### src/rtl/tlb_pkg.sv
package tlb_pkg;

    localparam int VA_W     = 32;
    localparam int PA_W     = 32;
    localparam int PG_OFF_W = 12;
    localparam int VPN_W    = VA_W - PG_OFF_W;
    localparam int PPN_W    = PA_W - PG_OFF_W;

    typedef enum logic [1:0] {
        ACC_LOAD  = 2'd0,
        ACC_STORE = 2'd1,
        ACC_FETCH = 2'd2,
        ACC_RSVD  = 2'd3
    } acc_e;

    typedef struct packed {
        logic rd;
        logic wr;
        logic ex;
    } perm_t;

    typedef struct packed {
        logic              valid;
        logic [VPN_W-1:0]  vpn;
        logic [PPN_W-1:0]  ppn;
        perm_t             perm;
    } tlb_ent_t;

    typedef enum logic [1:0] {
        RES_HIT  = 2'd0,
        RES_MISS = 2'd1,
        RES_PERM = 2'd2
    } res_e;

    function automatic logic perm_grants(perm_t p, acc_e a);
        logic g;
        case (a)
            ACC_LOAD:  g = p.rd;
            ACC_STORE: g = p.wr;
            ACC_FETCH: g = p.ex;
            default:   g = 1'b0;
        endcase
        return g;
    endfunction

endpackage

### src/rtl/tlb_store.sv
module tlb_store
    import tlb_pkg::*;
#(
    parameter int ENTRIES = 4,
    localparam int IDX_W = (ENTRIES > 1) ? $clog2(ENTRIES) : 1
) (
    input  logic                    clk,
    input  logic                    rst,
    input  logic                    flush,
    input  logic                    we,
    input  logic [IDX_W-1:0]        widx,
    input  logic [VPN_W-1:0]        wvpn,
    input  logic [PPN_W-1:0]        wppn,
    input  perm_t                   wperm,
    output tlb_ent_t [ENTRIES-1:0]  ents_o
);

    always_ff @(posedge clk) begin
        if (rst) begin
            for (int i = 0; i < ENTRIES; i++) begin
                ents_o[i] <= '0;
            end
        end else if (flush) begin
            for (int i = 0; i < ENTRIES; i++) begin
                ents_o[i].valid <= 1'b0;
            end
        end else if (we) begin
            for (int i = 0; i < ENTRIES; i++) begin
                if (widx == IDX_W'(i)) begin
                    ents_o[i].valid <= 1'b1;
                    ents_o[i].vpn   <= wvpn;
                    ents_o[i].ppn   <= wppn;
                    ents_o[i].perm  <= wperm;
                end
            end
        end
    end

endmodule

### src/rtl/tlb_victim.sv
module tlb_victim #(
    parameter int ENTRIES = 4,
    localparam int IDX_W = (ENTRIES > 1) ? $clog2(ENTRIES) : 1
) (
    input  logic             clk,
    input  logic             rst,
    input  logic             adv,
    output logic [IDX_W-1:0] ptr_o
);

    localparam logic [IDX_W-1:0] LAST = IDX_W'(ENTRIES - 1);

    always_ff @(posedge clk) begin
        if (rst) begin
            ptr_o <= '0;
        end else if (adv) begin
            ptr_o <= (ptr_o == LAST) ? '0 : ptr_o + 1'b1;
        end
    end

endmodule

### src/rtl/tlb_lookup.sv
module tlb_lookup
    import tlb_pkg::*;
#(
    parameter int ENTRIES = 4,
    localparam int IDX_W = (ENTRIES > 1) ? $clog2(ENTRIES) : 1
) (
    input  tlb_ent_t [ENTRIES-1:0] ents,
    input  logic [VPN_W-1:0]       vpn,
    input  acc_e                   acc,
    output res_e                   res_o,
    output logic [PPN_W-1:0]       ppn_o
);

    logic [ENTRIES-1:0] match;
    logic [IDX_W-1:0]   sel;

    for (genvar i = 0; i < ENTRIES; i++) begin : g_cmp
        assign match[i] = ents[i].valid && (ents[i].vpn == vpn);
    end

    // lowest matching slot wins: scan from the top so the last write is the lowest
    always_comb begin
        sel = '0;
        for (int i = ENTRIES - 1; i >= 0; i--) begin
            if (match[i]) sel = IDX_W'(i);
        end
    end

    always_comb begin
        ppn_o = ents[sel].ppn;
        if (match == '0) begin
            res_o = RES_MISS;
        end else if (!perm_grants(ents[sel].perm, acc)) begin
            res_o = RES_PERM;
        end else begin
            res_o = RES_HIT;
        end
    end

endmodule

### src/rtl/tlb_xlate.sv
module tlb_xlate
    import tlb_pkg::*;
#(
    parameter int ENTRIES = 4,
    localparam int IDX_W = (ENTRIES > 1) ? $clog2(ENTRIES) : 1
) (
    input  logic             clk,
    input  logic             rst,
    input  logic             flush,
    input  logic             wr_en,
    input  logic             wr_priv,
    input  logic             wr_sel_idx,
    input  logic [IDX_W-1:0] wr_idx,
    input  logic [19:0]      wr_vpn,
    input  logic [19:0]      wr_ppn,
    input  logic [2:0]       wr_perm,
    input  logic             lu_valid,
    input  logic [31:0]      lu_vaddr,
    input  logic [1:0]       lu_acc,
    output logic             rsp_valid,
    output logic [31:0]      rsp_paddr,
    output logic             rsp_miss,
    output logic             rsp_perm_fault,
    output logic [31:0]      rsp_fault_vaddr
);

    tlb_ent_t [ENTRIES-1:0] ents;
    logic [IDX_W-1:0]       rr_ptr;
    logic                   wr_ok;
    logic                   rr_adv;
    logic [IDX_W-1:0]       wr_slot;
    res_e                   res;
    logic [PPN_W-1:0]       hit_ppn;

    // flush drops a write issued in the same cycle
    assign wr_ok   = wr_en && wr_priv && !flush;
    assign rr_adv  = wr_ok && !wr_sel_idx;
    assign wr_slot = wr_sel_idx ? wr_idx : rr_ptr;

    tlb_store #(.ENTRIES(ENTRIES)) u_store (
        .clk    (clk),
        .rst    (rst),
        .flush  (flush),
        .we     (wr_ok),
        .widx   (wr_slot),
        .wvpn   (wr_vpn),
        .wppn   (wr_ppn),
        .wperm  (perm_t'(wr_perm)),
        .ents_o (ents)
    );

    tlb_victim #(.ENTRIES(ENTRIES)) u_victim (
        .clk   (clk),
        .rst   (rst),
        .adv   (rr_adv),
        .ptr_o (rr_ptr)
    );

    tlb_lookup #(.ENTRIES(ENTRIES)) u_lookup (
        .ents  (ents),
        .vpn   (lu_vaddr[VA_W-1:PG_OFF_W]),
        .acc   (acc_e'(lu_acc)),
        .res_o (res),
        .ppn_o (hit_ppn)
    );

    always_ff @(posedge clk) begin
        if (rst || !lu_valid) begin
            rsp_valid       <= 1'b0;
            rsp_paddr       <= '0;
            rsp_miss        <= 1'b0;
            rsp_perm_fault  <= 1'b0;
            rsp_fault_vaddr <= '0;
        end else begin
            rsp_valid <= 1'b1;
            case (res)
                RES_HIT: begin
                    rsp_paddr       <= {hit_ppn, lu_vaddr[PG_OFF_W-1:0]};
                    rsp_miss        <= 1'b0;
                    rsp_perm_fault  <= 1'b0;
                    rsp_fault_vaddr <= '0;
                end
                RES_PERM: begin
                    rsp_paddr       <= '0;
                    rsp_miss        <= 1'b0;
                    rsp_perm_fault  <= 1'b1;
                    rsp_fault_vaddr <= lu_vaddr;
                end
                default: begin
                    rsp_paddr       <= '0;
                    rsp_miss        <= 1'b1;
                    rsp_perm_fault  <= 1'b0;
                    rsp_fault_vaddr <= lu_vaddr;
                end
            endcase
        end
    end

endmodule

### config.mk
export PLATFORM = sky130hd
export DESIGN_NAME = tlb_xlate
export DESIGN_NICKNAME = d
export VERILOG_FILES = /design/src/rtl/tlb_pkg.sv /design/src/rtl/tlb_store.sv /design/src/rtl/tlb_victim.sv /design/src/rtl/tlb_lookup.sv /design/src/rtl/tlb_xlate.sv
export SDC_FILE = /design/constraint.sdc
export NUM_CORES = 1
export LEC_CHECK = 0
export BUFFER_PORTS_ARGS = -buffer_cell sky130_fd_sc_hd__buf_2
export CAP_MARGIN = 20
export CORE_UTILIZATION = 40
export CTS_CLUSTER_DIAMETER = 150
export DETAILED_ROUTE_END_ITERATION = 8
export GPL_TIMING_DRIVEN = 0
export HOLD_SLACK_MARGIN = 0.02
export SLEW_MARGIN = 30
export SYNTH_ARGS = -nofsm -noshare
export SYNTH_HDL_FRONTEND = slang
export SYNTH_SLANG_ARGS = --single-unit
### constraint.sdc
create_clock -name clk -period 7 [get_ports clk]
set_input_delay 1.05 -clock clk [delete_from_list [all_inputs] [get_ports clk]]
set_output_delay 1.05 -clock clk [all_outputs]
set_load 0.05 [all_outputs]
==> flow_summary_export.csv <==
group,metric,value,unit
clock_tree,clkSlewWorstSetupHoldPaths,60,ps
routing,routed_wl,30.51,mm
timing,tightest_slew,893.7,ps
power,p_total,0.003112,W
power,power.density,256.5,nW/um^2
placed_design,gp_congestion,0.9211,
layout,syn2layout_area_growth,19.44,%
floorplan,io_pins,153,
layout,drive_gt1_share,16.56,%
layout,nets,1450,
timing,slew_headroom,39.87,%
global_routing,grt_max_degree,14,
yosys,ys_seq_area_share,48.28,%
yosys,synth_top_family_by_area,"simple AND/OR/NAND/NOR gates",
timing,fin_crit_sh,58.92,%
clock_tree,clk_path_buf_depth,3,
clock_tree,cts_buffers,27,
timing,worst_clock_skew,11.11,ps
routing,ant_nets,0,
clock_tree,cts_resized,0,
floorplan,core,24600,sq um
yosys,synthAdderAreaFrac,0.1232,%
routing,drc_errors,0,
job,drv_cap,0,
routing,wl_per_cell,17.85,microns
clock_tree,cts-htree-levels,1,
floorplan,die_w,161.4,microns
yosys,ys.flop_type,"dfxtp_1",
clock_tree,cts_tree,"built",
clock_tree,cts_hold_buf,0,
routing,drt-pass1-iter-count,5,
global_routing,grt-ovfl-total,0,
yosys,syn_area,10160,sq um
layout,finalNonFillerCells,1709,
yosys,yosysMostFrequentCell,"nand2_1",
placed_design,io_buffers,132,
yosys,postSynthNetCount,1289,
routing,drtIter0Drc,712,
yosys,synth_area_leaders,"dfxtp_1, nand2_1, a21oi_1, xnor2_1, clkbuf_1",
hold_path,min_path_type,"flop to flop",
placed_design,dp_cells,1658,
yosys,ys_warn_count,0,
yosys,yosys.area.top_type,"dfxtp_1",
yosys,ys_ff_latch,245,
setup_path,crit_required,7430,ps
yosys,yosys.area_share.simple,20.10,%
timing,finalSetupViolations,0,
global_routing,grt_pass1_wl,47.69,mm
yosys,async_flop_share,0,%
yosys,synth_compound_area_share,15.85,%
routing,routed_via_density,5.181,
status,outcome,"complete, no violations",
yosys,synth_mux_area_share,4.385,%
setup_path,end_kind,"flop",
clock_tree,cts_sinks,245,
timing,fmax,242.5,MHz
timing,fin_tns_setup,0,ps
routing,num_vias,8854,
yosys,syn_avg_cell_area,8.451,sq um
setup_path,crit_fanout,10,
timing,rsz0062_at_grt,"false",
yosys,synth_cells,1202,
setup_path,start_kind,"input pin",
global_routing,grt_usage,23.53,%
global_routing,grt_pass1_vias,8420,
power,cellLeakagePower,4.576,nW
yosys,synth_edf_count,0,
floorplan,fp-row-count,57,
floorplan,dieArea,26040,sq um
clock_tree,cts-root-buf,"clkbuf_16",
timing,maxSlewViolCount,0,
setup_path,worst-endpoint-arrival,4550,ps
placed_design,place_hpwl,21.90,mm
power,ir_drop,0.1872,mV
yosys,yosysUniqueCellTypes,48,
yosys,synth_top_area_share,48.28,%
global_routing,antenna_found_initial,2,
setup_path,critical_path_class,"input pin to flop",
clock_tree,cts_setup_buffers,0,
clock_tree,clock_latency,550,ps
floorplan,start_util,41.29,%
timing,hold_violations,0,
yosys,synthTopCellsByCount,"nand2_1, dfxtp_1, a21oi_1, clkbuf_1, xnor2_1",
timing,finalCriticalPeriod,4124,ps
yosys,synth-xor-area-share,6.984,%
floorplan,dieHeight,161.4,microns
where the power goes:
group	switching, W	total [W]	internal [W]
clock network	0.000582	0.00144	0.000858
registers	0.00000968	0.00143	0.00142
logic	0.000174	0.000244	0.0000701
layout by cell type (no fill, tap or decap), drive strengths merged, types with 4 or more instances in the layout:
master	instances
and2	7
mux2i	22
a21boi	32
nor4	11
nor2	13
nand2	375
xnor2	49
clkbuf	120
a21oi	173
or4	5
mux2	20
o21a	5
and3	17
o21ai	6
nand3	11
dfxtp	245
a211oi	4
nand4	18
o2111ai	4
buf	148
xor2	32
o2111a	20
inv	8
registers in the layout, indices dropped and copies added (netlist names):
name	flops
rsp_fault_vaddr	32
rsp_paddr	32
rsp_miss	1
u_store.ents_o	176
u_victim.ptr_o	2
rsp_perm_fault	1
rsp_valid	1
worst max-delay path, cell delays in order:
cell	delay (ps)
clkbuf_1	170
xnor2_1	340
or4b_1	480
nor4_1	760
a2111oi_0	230
o211a_1	280
a211oi_1	460
nand3_1	290
buf_2	300
o2111a_1	180
final timing paths:
check	cells after the start	startpoint	endpoint	slack, ps
setup reg to reg	9	u_store.ents_o[115]	rsp_paddr[31]	3260
hold reg to reg	2	u_store.ents_o[145]	u_store.ents_o[145]	450
setup / recovery	10	lu_vaddr[16]	rsp_paddr[31]	2880
hold / removal	2	u_store.ents_o[145]	u_store.ents_o[145]	450
cell type report:
| type | instances | area, sq um |
|---|---|---|
| fill | 2459 | 12470 |
| sequential | 245 | 4905 |
| multi-input combinational | 855 | 4820 |
| clock buffer | 40 | 794.5 |
| timing repair buffer | 132 | 660.6 |
| buffer | 96 | 412.9 |
| tap | 324 | 405.4 |
| clock inverter | 9 | 107.6 |
| inverter | 6 | 22.52 |
| antenna | 2 | 5.005 |
cells by family (layout without fill, tap and decap cells):
kind of cell	count (synthesis)	after routing
flip-flops	245	245
adder cells (fa/ha/maj)	1	1
buffers and inverters	102	283
multiplexers	42	42
XOR/XNOR	81	81
AO/OA/AOI/OAI	254	254
AND/OR/NAND/NOR	477	477
other	0	2
metrics by stage:
| step | util (%) | setup slack (ps) | area, sq um | hold WS [ps] |
|---|---|---|---|---|
| floorplan | - | 3400 | 10160 | 431.9 |
| global placement | 45.62 | 2469 | 11220 | 440.1 |
| detailed placement | 45.62 | 2435 | 11220 | 445.0 |
| CTS | 49.29 | 2993 | 12130 | 453.8 |
| global route | 49.29 | 2784 | 12130 | 465.0 |
| finish | 49.31 | 2876 | 12130 | 452.5 |
metal layers:
layer	global-route usage, %	up-vias	part of all wire [%]
met5	0	-	0
li1	-	4365	-
met3	3.775	55	6.3
met2	36.42	272	44
met4	7.204	0	2.3
met1	33.46	4162	48
Note: power is estimated with default switching activity, not from simulation.
